[src/rtl/dma_sched_pkg.sv]
package dma_sched_pkg;

   typedef enum logic [1:0] {
      SCH_IDLE = 2'd0,
      SCH_SCAN = 2'd1,
      SCH_WAIT = 2'd2,
      SCH_DONE = 2'd3
   } sch_state_e;

   localparam int MODE_W       = 8;
   localparam int MODE_DEC_BIT = 5;
   localparam int PORT_OFF_W   = 3;

   // Page port decode: returns {hit, channel[1:0]}
   function automatic logic [2:0] page_port_map(input logic [PORT_OFF_W-1:0] off);
      logic [2:0] r;
      case (off)
         3'd1:    r = {1'b1, 2'd2};
         3'd2:    r = {1'b1, 2'd3};
         3'd3:    r = {1'b1, 2'd1};
         3'd7:    r = {1'b1, 2'd0};
         default: r = 3'b000;
      endcase
      return r;
   endfunction

endpackage

[src/rtl/dma_page_regs.sv]
module dma_page_regs
   import dma_sched_pkg::*;
#(
   parameter int NCH          = 4,
   parameter int PAGE_W       = 8,
   parameter int HPAGE_W      = 7,
   parameter bit HIGH_PAGE_EN = 1'b1
) (
   input  logic                      clk,
   input  logic                      rst_n,
   input  logic                      pg_we,
   input  logic                      pg_high,
   input  logic [PORT_OFF_W-1:0]     pg_off,
   input  logic [PAGE_W-1:0]         pg_wdata,
   output logic [PAGE_W-1:0]         pg_rdata,
   output logic [NCH*PAGE_W-1:0]     page_flat,
   output logic [NCH*HPAGE_W-1:0]    hpage_flat
);

   logic [NCH-1:0][PAGE_W-1:0] lo_q;
   logic [NCH-1:0][PAGE_W-1:0] hi_q;
   logic [2:0]                 map;
   logic                       hit;
   logic [1:0]                 tgt;

   always_comb begin
      map = page_port_map(pg_off);
      hit = map[2];
      tgt = map[1:0];
   end

   always_ff @(posedge clk) begin
      if (!rst_n) begin
         lo_q <= '0;
      end else if (pg_we && hit && !pg_high) begin
         lo_q[tgt] <= pg_wdata;
      end
   end

   generate
      if (HIGH_PAGE_EN) begin : g_hi_bank
         always_ff @(posedge clk) begin
            if (!rst_n) begin
               hi_q <= '0;
            end else if (pg_we && hit && pg_high) begin
               hi_q[tgt] <= pg_wdata;
            end
         end
      end else begin : g_no_hi_bank
         assign hi_q = '0;
      end
   endgenerate

   always_comb begin
      pg_rdata = '0;
      if (hit) begin
         pg_rdata = pg_high ? hi_q[tgt] : lo_q[tgt];
      end
   end

   for (genvar c = 0; c < NCH; c++) begin : g_flat
      assign page_flat[c*PAGE_W +: PAGE_W]    = lo_q[c];
      assign hpage_flat[c*HPAGE_W +: HPAGE_W] = hi_q[c][HPAGE_W-1:0];
   end


   inv_wr_chk: assert property (@(posedge clk) disable iff (!rst_n)
      (pg_we && !hit) |=> ($stable(lo_q) && $stable(hi_q)));

endmodule

[src/rtl/dma_addr_gen.sv]
module dma_addr_gen
   import dma_sched_pkg::*;
#(
   parameter int NCH     = 4,
   parameter int ADDR_W  = 16,
   parameter int PAGE_W  = 8,
   parameter int HPAGE_W = 7,
   parameter int CNT_W   = 16,
   parameter int LEN_W   = CNT_W + 2,
   parameter int PHYS_W  = HPAGE_W + PAGE_W + ADDR_W
) (
   input  logic [$clog2(NCH)-1:0]    sel,
   input  logic                      wshift,
   input  logic [NCH*MODE_W-1:0]     mode_flat,
   input  logic [NCH*CNT_W-1:0]      base_cnt_flat,
   input  logic [NCH*ADDR_W-1:0]     cur_addr_flat,
   input  logic [NCH*LEN_W-1:0]      cur_pos_flat,
   input  logic [NCH*PAGE_W-1:0]     page_flat,
   input  logic [NCH*HPAGE_W-1:0]    hpage_flat,
   output logic [PHYS_W-1:0]         phys_out,
   output logic [LEN_W-1:0]          len_out,
   output logic [LEN_W-1:0]          pos_out
);

   logic [MODE_W-1:0]  mode_s;
   logic [CNT_W-1:0]   base_s;
   logic [ADDR_W-1:0]  addr_s;
   logic [PAGE_W-1:0]  page_s;
   logic [HPAGE_W-1:0] hpage_s;
   logic [LEN_W-1:0]   len_raw;
   logic [PHYS_W-1:0]  phys_base;

   always_comb begin
      mode_s  = mode_flat[sel*MODE_W +: MODE_W];
      base_s  = base_cnt_flat[sel*CNT_W +: CNT_W];
      addr_s  = cur_addr_flat[sel*ADDR_W +: ADDR_W];
      page_s  = page_flat[sel*PAGE_W +: PAGE_W];
      hpage_s = hpage_flat[sel*HPAGE_W +: HPAGE_W];
      pos_out = cur_pos_flat[sel*LEN_W +: LEN_W];

      len_raw = LEN_W'(base_s) + LEN_W'(1);
      len_out = wshift ? (len_raw << 1) : len_raw;

      phys_base = {hpage_s, page_s, addr_s};
      if (mode_s[MODE_DEC_BIT]) begin
         phys_out = phys_base - PHYS_W'(pos_out) - PHYS_W'(len_out);
      end else begin
         phys_out = phys_base + PHYS_W'(pos_out);
      end
   end

endmodule

[src/rtl/dma_scan_fsm.sv]
module dma_scan_fsm
   import dma_sched_pkg::*;
#(
   parameter int NCH   = 4,
   parameter int LEN_W = 18
) (
   input  logic                    clk,
   input  logic                    rst_n,
   input  logic                    kick,
   input  logic [NCH-1:0]          ch_mask,
   input  logic [NCH-1:0]          ch_req,
   input  logic [NCH-1:0]          periph_present,
   input  logic [LEN_W-1:0]        cur_pos_sel,
   input  logic [LEN_W-1:0]        xfer_len,
   input  logic                    xfer_done,
   input  logic [LEN_W-1:0]        xfer_newpos,
   output logic [$clog2(NCH)-1:0]  sel,
   output logic                    xfer_req,
   output logic                    cnt_upd,
   output logic [LEN_W-1:0]        cnt_upd_pos,
   output logic [NCH-1:0]          tc_pulse,
   output logic                    busy
);

   localparam int CH_W = $clog2(NCH);

   sch_state_e      state_q;
   logic [CH_W-1:0] sel_q;
   logic            svc_q;
   logic            pend_q;
   logic            elig;
   logic            last;

   assign elig = !ch_mask[sel_q] && ch_req[sel_q];
   assign last = (sel_q == CH_W'(NCH-1));

   always_ff @(posedge clk) begin
      if (!rst_n) begin
         state_q <= SCH_IDLE;
         sel_q   <= '0;
         svc_q   <= 1'b0;
         pend_q  <= 1'b0;
      end else begin
         case (state_q)
            SCH_IDLE: begin
               if (kick) begin
                  state_q <= SCH_SCAN;
                  sel_q   <= '0;
                  svc_q   <= 1'b0;
                  pend_q  <= 1'b0;
               end
            end
            SCH_SCAN: begin
               if (kick) pend_q <= 1'b1;
               if (elig && periph_present[sel_q]) begin
                  state_q <= SCH_WAIT;
                  svc_q   <= 1'b1;
               end else begin
                  if (elig) svc_q <= 1'b1;
                  if (last) state_q <= SCH_DONE;
                  else      sel_q   <= sel_q + CH_W'(1);
               end
            end
            SCH_WAIT: begin
               if (kick) pend_q <= 1'b1;
               if (xfer_done) begin
                  if (last) begin
                     state_q <= SCH_DONE;
                  end else begin
                     state_q <= SCH_SCAN;
                     sel_q   <= sel_q + CH_W'(1);
                  end
               end
            end
            SCH_DONE: begin
               if (svc_q || pend_q || kick) begin
                  state_q <= SCH_SCAN;
                  sel_q   <= '0;
                  svc_q   <= 1'b0;
                  pend_q  <= 1'b0;
               end else begin
                  state_q <= SCH_IDLE;
               end
            end
            default: state_q <= SCH_IDLE;
         endcase
      end
   end

   always_comb begin
      sel         = sel_q;
      busy        = (state_q != SCH_IDLE);
      xfer_req    = (state_q == SCH_WAIT);
      cnt_upd     = ((state_q == SCH_WAIT) && xfer_done) ||
                    ((state_q == SCH_SCAN) && elig && !periph_present[sel_q]);
      cnt_upd_pos = (state_q == SCH_WAIT) ? xfer_newpos : cur_pos_sel;
      for (int i = 0; i < NCH; i++) begin
         tc_pulse[i] = (state_q == SCH_WAIT) && xfer_done &&
                       (xfer_newpos == xfer_len) && (sel_q == CH_W'(i));
      end
   end


   serve_elig_chk: assert property (@(posedge clk) disable iff (!rst_n)
      $rose(xfer_req) |-> ($past(ch_req[sel_q]) && !$past(ch_mask[sel_q])));


   tc_onehot_chk: assert property (@(posedge clk) disable iff (!rst_n)
      $onehot0(tc_pulse));


   tc_len_chk: assert property (@(posedge clk) disable iff (!rst_n)
      (|tc_pulse) |-> (xfer_done && xfer_newpos == xfer_len));


   tc_present_chk: assert property (@(posedge clk) disable iff (!rst_n)
      (|tc_pulse) |-> periph_present[sel_q]);


   idle_quiet_chk: assert property (@(posedge clk) disable iff (!rst_n)
      !busy |-> (!xfer_req && !cnt_upd));


   sel_climb_chk: assert property (@(posedge clk) disable iff (!rst_n)
      cnt_upd |=> (!cnt_upd || sel_q > $past(sel_q)));


   no_restart_chk: assert property (@(posedge clk) disable iff (!rst_n)
      (state_q == SCH_SCAN && sel_q != '0) |=> !(state_q == SCH_SCAN && sel_q == '0));

endmodule

[src/rtl/dma_svc_sched.sv]
module dma_svc_sched
   import dma_sched_pkg::*;
#(
   parameter int NCH          = 4,
   parameter int ADDR_W       = 16,
   parameter int CNT_W        = 16,
   parameter int PAGE_W       = 8,
   parameter int HPAGE_W      = 7,
   parameter bit HIGH_PAGE_EN = 1'b1,
   parameter int LEN_W        = CNT_W + 2,
   parameter int PHYS_W       = HPAGE_W + PAGE_W + ADDR_W,
   parameter int CH_W         = $clog2(NCH)
) (
   input  logic                      clk,
   input  logic                      rst_n,
   input  logic                      kick,
   input  logic                      wshift,
   input  logic [NCH-1:0]            ch_mask,
   input  logic [NCH-1:0]            ch_req,
   input  logic [NCH-1:0]            periph_present,
   input  logic [NCH*MODE_W-1:0]     mode_flat,
   input  logic [NCH*CNT_W-1:0]      base_cnt_flat,
   input  logic [NCH*ADDR_W-1:0]     cur_addr_flat,
   input  logic [NCH*LEN_W-1:0]      cur_pos_flat,
   input  logic                      pg_we,
   input  logic                      pg_high,
   input  logic [PORT_OFF_W-1:0]     pg_off,
   input  logic [PAGE_W-1:0]         pg_wdata,
   output logic [PAGE_W-1:0]         pg_rdata,
   output logic                      xfer_req,
   output logic [CH_W:0]             xfer_chan,
   output logic [PHYS_W-1:0]         xfer_phys,
   output logic [LEN_W-1:0]          xfer_pos,
   output logic [LEN_W-1:0]          xfer_len,
   input  logic                      xfer_done,
   input  logic [LEN_W-1:0]          xfer_newpos,
   output logic                      cnt_upd,
   output logic [CH_W-1:0]           cnt_upd_ch,
   output logic [LEN_W-1:0]          cnt_upd_pos,
   output logic [NCH-1:0]            tc_pulse,
   output logic                      busy
);

   generate
      if (NCH != 4) begin : g_bad_nch
         $error("dma_svc_sched: the page port decode serves exactly four channels");
      end
      if (HPAGE_W > PAGE_W) begin : g_bad_hpage
         $error("dma_svc_sched: high page field wider than the page byte");
      end
      if (LEN_W < CNT_W + 2) begin : g_bad_len
         $error("dma_svc_sched: length width cannot hold a shifted full count");
      end
   endgenerate

   logic [NCH*PAGE_W-1:0]  page_flat;
   logic [NCH*HPAGE_W-1:0] hpage_flat;
   logic [CH_W-1:0]        sel;

   dma_page_regs #(
      .NCH          (NCH),
      .PAGE_W       (PAGE_W),
      .HPAGE_W      (HPAGE_W),
      .HIGH_PAGE_EN (HIGH_PAGE_EN)
   ) u_pages (
      .clk        (clk),
      .rst_n      (rst_n),
      .pg_we      (pg_we),
      .pg_high    (pg_high),
      .pg_off     (pg_off),
      .pg_wdata   (pg_wdata),
      .pg_rdata   (pg_rdata),
      .page_flat  (page_flat),
      .hpage_flat (hpage_flat)
   );

   dma_addr_gen #(
      .NCH     (NCH),
      .ADDR_W  (ADDR_W),
      .PAGE_W  (PAGE_W),
      .HPAGE_W (HPAGE_W),
      .CNT_W   (CNT_W),
      .LEN_W   (LEN_W),
      .PHYS_W  (PHYS_W)
   ) u_addr (
      .sel           (sel),
      .wshift        (wshift),
      .mode_flat     (mode_flat),
      .base_cnt_flat (base_cnt_flat),
      .cur_addr_flat (cur_addr_flat),
      .cur_pos_flat  (cur_pos_flat),
      .page_flat     (page_flat),
      .hpage_flat    (hpage_flat),
      .phys_out      (xfer_phys),
      .len_out       (xfer_len),
      .pos_out       (xfer_pos)
   );

   dma_scan_fsm #(
      .NCH   (NCH),
      .LEN_W (LEN_W)
   ) u_fsm (
      .clk            (clk),
      .rst_n          (rst_n),
      .kick           (kick),
      .ch_mask        (ch_mask),
      .ch_req         (ch_req),
      .periph_present (periph_present),
      .cur_pos_sel    (xfer_pos),
      .xfer_len       (xfer_len),
      .xfer_done      (xfer_done),
      .xfer_newpos    (xfer_newpos),
      .sel            (sel),
      .xfer_req       (xfer_req),
      .cnt_upd        (cnt_upd),
      .cnt_upd_pos    (cnt_upd_pos),
      .tc_pulse       (tc_pulse),
      .busy           (busy)
   );

   assign cnt_upd_ch = sel;
   assign xfer_chan  = (CH_W+1)'(sel) + (wshift ? (CH_W+1)'(NCH) : '0);

endmodule

[config.mk]
export PLATFORM = sky130hd
export DESIGN_NAME = dma_svc_sched
export DESIGN_NICKNAME = d
export VERILOG_FILES = /design/src/rtl/dma_sched_pkg.sv /design/src/rtl/dma_page_regs.sv /design/src/rtl/dma_addr_gen.sv /design/src/rtl/dma_scan_fsm.sv /design/src/rtl/dma_svc_sched.sv
export SDC_FILE = /design/constraint.sdc
export NUM_CORES = 1
export LEC_CHECK = 0
export ABC_CLOCK_PERIOD_IN_PS = 17400
export BUFFER_PORTS_ARGS = -buffer_cell sky130_fd_sc_hd__buf_4
export CAP_MARGIN = 10
export CELL_PAD_IN_SITES_DETAIL_PLACEMENT = 0
export CELL_PAD_IN_SITES_GLOBAL_PLACEMENT = 1
export CORE_ASPECT_RATIO = 1.5
export CORE_MARGIN = 5
export CORE_UTILIZATION = 39
export DETAILED_ROUTE_END_ITERATION = 16
export GPL_TIMING_DRIVEN = 0
export PLACE_DENSITY_LB_ADDON = 0.1
export SKIP_CTS_REPAIR_TIMING = 1
export SLEW_MARGIN = 25
export SYNTH_ARGS = -nofsm -noshare
export SYNTH_HDL_FRONTEND = slang
export SYNTH_HIERARCHICAL = 1
export SYNTH_SLANG_ARGS = --single-unit
[constraint.sdc]
create_clock -name clk -period 17.4 [get_ports clk]
set_input_delay 0.87 -clock clk [delete_from_list [all_inputs] [get_ports clk]]
set_output_delay 0.87 -clock clk [all_outputs]
set_load 0.02 [all_outputs]
==> impl_metrics.json <==
{
  "cts.sink_count": 70,
  "core_um2": 23660,
  "grt_pass1_wl_mm": 58.55,
  "layout-drive-gt1-share_pct": 38.94,
  "htreeDepth": 3,
  "cp-end-kind": "output port",
  "track_usage_pct": 28.56,
  "final_common_cell": "buf_4",
  "clk_pin_slew_ns": 0.06,
  "slew_violations": 0,
  "placed_cell_area_um2": 12350,
  "grt_max_degree": 13,
  "dp_hpwl_mm": 34.78,
  "synth_area_per_cell_um2": 8.920,
  "final_design_area_no_fill_um2": 12680,
  "wirelength_mm": 40.44,
  "wl_per_cell_um": 23.37,
  "fin_ws_ns": 8.924,
  "power.density_nw_per_um2": 175.0,
  "io_pins": 385,
  "final_net_count": 1753,
  "period_minus_slack_ns": 8.476,
  "hold_slack_ns": 0.4726,
  "synth_top_area_share_pct": 15.98,
  "timing_hold_violations_final": 0,
  "maxCapViolCount": 0,
  "globalRouteOverflowTotal": 0,
  "first_global_vias": 9954,
  "nFillCells": 2369,
  "synth_edf_count": 0,
  "yosys-top-cells-area": "mux4_2 (16%), dfxtp_1 (15%), ha_1 (6.5%)",
  "cp-startpoint": "u_fsm/sel[1]",
  "final_cell_mix": "buf_4 (389), nand2_1 (82), dfxtp_1 (70)",
  "ys.warnings.count": 6,
  "timing.fmax_ghz": 0.1180,
  "initial_core_util_pct": 39.33,
  "status": "completed",
  "io_buffers": 352,
  "async_reset_ff_share_pct": 0,
  "yosysUniqueCellTypes": 77,
  "drc_errors": 0,
  "switching_share_pct": 51.81,
  "p_seq_share_pct": 7.9,
  "setup_viol": 0,
  "gp_congestion": 0.9518,
  "p_switching_uw": 1150,
  "drt_iter0_drc": 474,
  "die_y_um": 199.2,
  "synth_seq_cells": 70,
  "synth_cells": 1043,
  "tightest_slew_ns": 1.003,
  "arrival_ns": 7.61,
  "p_leak_uw": 0.005618,
  "p_comb_share_pct": 82.7,
  "setup_tns_ns": 0,
  "crit_required_ns": 16.53,
  "rr_startpoint": "u_fsm/sel[0]",
  "internal-power_uw": 1070,
  "clk_path_buf_depth": 2,
  "clk_latency_ns": 0.33,
  "rsz0062_at_grt": "false",
  "syn_to_final_growth_pct": 36.34,
  "start_kind": "register",
  "max-slew-margin-rel_pct": 33.10,
  "drt_pass1_iterations": 6,
  "die_w_um": 136.1,
  "hold_class": "register to register",
  "worstSetupPathType": "register to output port",
  "yosys.area.top_type": "mux4_2",
  "cts_made_buffers": 9,
  "vias": 9625,
  "pwr-share-clk_pct": 9.4,
  "final_util_pct": 53.62,
  "fin_crit_sh_pct": 48.71,
  "dieArea_um2": 27110,
  "yosysSeqAreaShare_pct": 15.06,
  "clock_skew_ns": 0.005769,
  "critPathMaxFanout": 10,
  "min_from": "u_pages/hi_q[7]",
  "vias_per_cell": 5.564,
  "antenna_found_initial": 1,
  "syn_nets": 1390,
  "pre_cts_slack_ns": 9.328,
  "postRouteAntennaNets": 0,
  "synth_area_um2": 9304,
  "ir_drop_mv": 0.08369,
  "synthFlopType": "dfxtp_1",
  "reg2reg_slack_ns": 15.48,
  "cts_root_buffer": "clkbuf_16",
  "cts_tree": "built",
  "fp-row-count": 69
}
state kept, by name, indices dropped and copies added, names as in the netlist:
| name | count |
|---|---|
| u_fsm/state_q | 2 |
| u_pages/page_flat | 32 |
| u_fsm/sel | 2 |
| u_fsm/svc_q | 1 |
| u_fsm/pend_q | 1 |
| u_pages/hi_q | 4 |
| u_pages/hpage_flat | 28 |
kinds of logic after synthesis:
family                     after synthesis  synth area share, %
AOI/OAI and AO/OA                      237                17.66
xor gates and xnor gates                65                6.119
adders and majority gates               67                10.54
buffers and inverters                  141                7.679
DFF                                     70                15.06
muxes                                  151                25.69
and+or+nand+nor                        312                17.25
power groups by stage:
stage	Sequential (uW)	Clock, uW	Combinational, uW
final	176	208	1840
after global routing	177	220	1980
after CTS	176	211	1840
after detailed placement	179	0	1830
after global placement	179	0	1820
after floorplan	178	0	1210
Yosys cell counts, types with 35 or more instances:
cell type and number:
a21oi_1 59, nand3_1 35, xor2_1 39, mux2i_1 55, o21ai_0 45, nor2b_1 60, buf_4 37, dfxtp_1 70
nor2_1 58, mux4_2 66, ha_1 48, nand2_1 82, inv_1 50
final cells by class:
class                   instances  area [um2]  area share [%]
multi-input cells             832        7188           56.67
repair buffers                352        2643           20.83
diodes                          1       2.502         0.01973
flip-flops and latches         70        1401           11.05
clock buffers                   9       225.2           1.775
inverters                      52       195.2           1.539
plain buffers                  89       519.2           4.093
well taps                     319       399.1           3.147
clock inverters                 6       111.4          0.8779
routing by layer:
metal / part of all wire, % / track usage [%]
met1: 34 / 28.14
met2: 54 / 56.02
met3: 7.6 / 6.650
met4: 3.6 / 11.99
met5: 0 / 0
final timing paths:
kind                          end  depth (start not counted)
setup / recovery    xfer_phys[30]                         19
hold / removal    u_pages/hi_q[7]                          2
setup reg to reg     u_fsm/sel[1]                          3
hold reg to reg   u_pages/hi_q[7]                          2
per-stage QoR:
stage | power, uW | instances
finish | 2219 | 1730
global placement | 1999 | 1714
floorplan | 1390 | 1043
CTS | 2222 | 1729
global route | 2377 | 1730
detailed placement | 2005 | 1714
critical path, stage by stage (launching register included):
cell and delay [ns]:
dfxtp_1 0.53, buf_2 0.29, buf_1 0.55, buf_2 0.46, clkbuf_1 0.79, clkbuf_1 0.67, mux4_2 0.41, inv_1 0.07
fa_1 0.44, fa_1 0.45, a211o_2 0.36, a2111oi_4 0.43, o21ai_2 0.15, o41a_1 0.39, a311o_2 0.46, a31oi_4 0.24
nand2_1 0.09, o21ai_2 0.13, xor2_1 0.16, buf_4 0.17
Power figures use the tool's default switching activity.
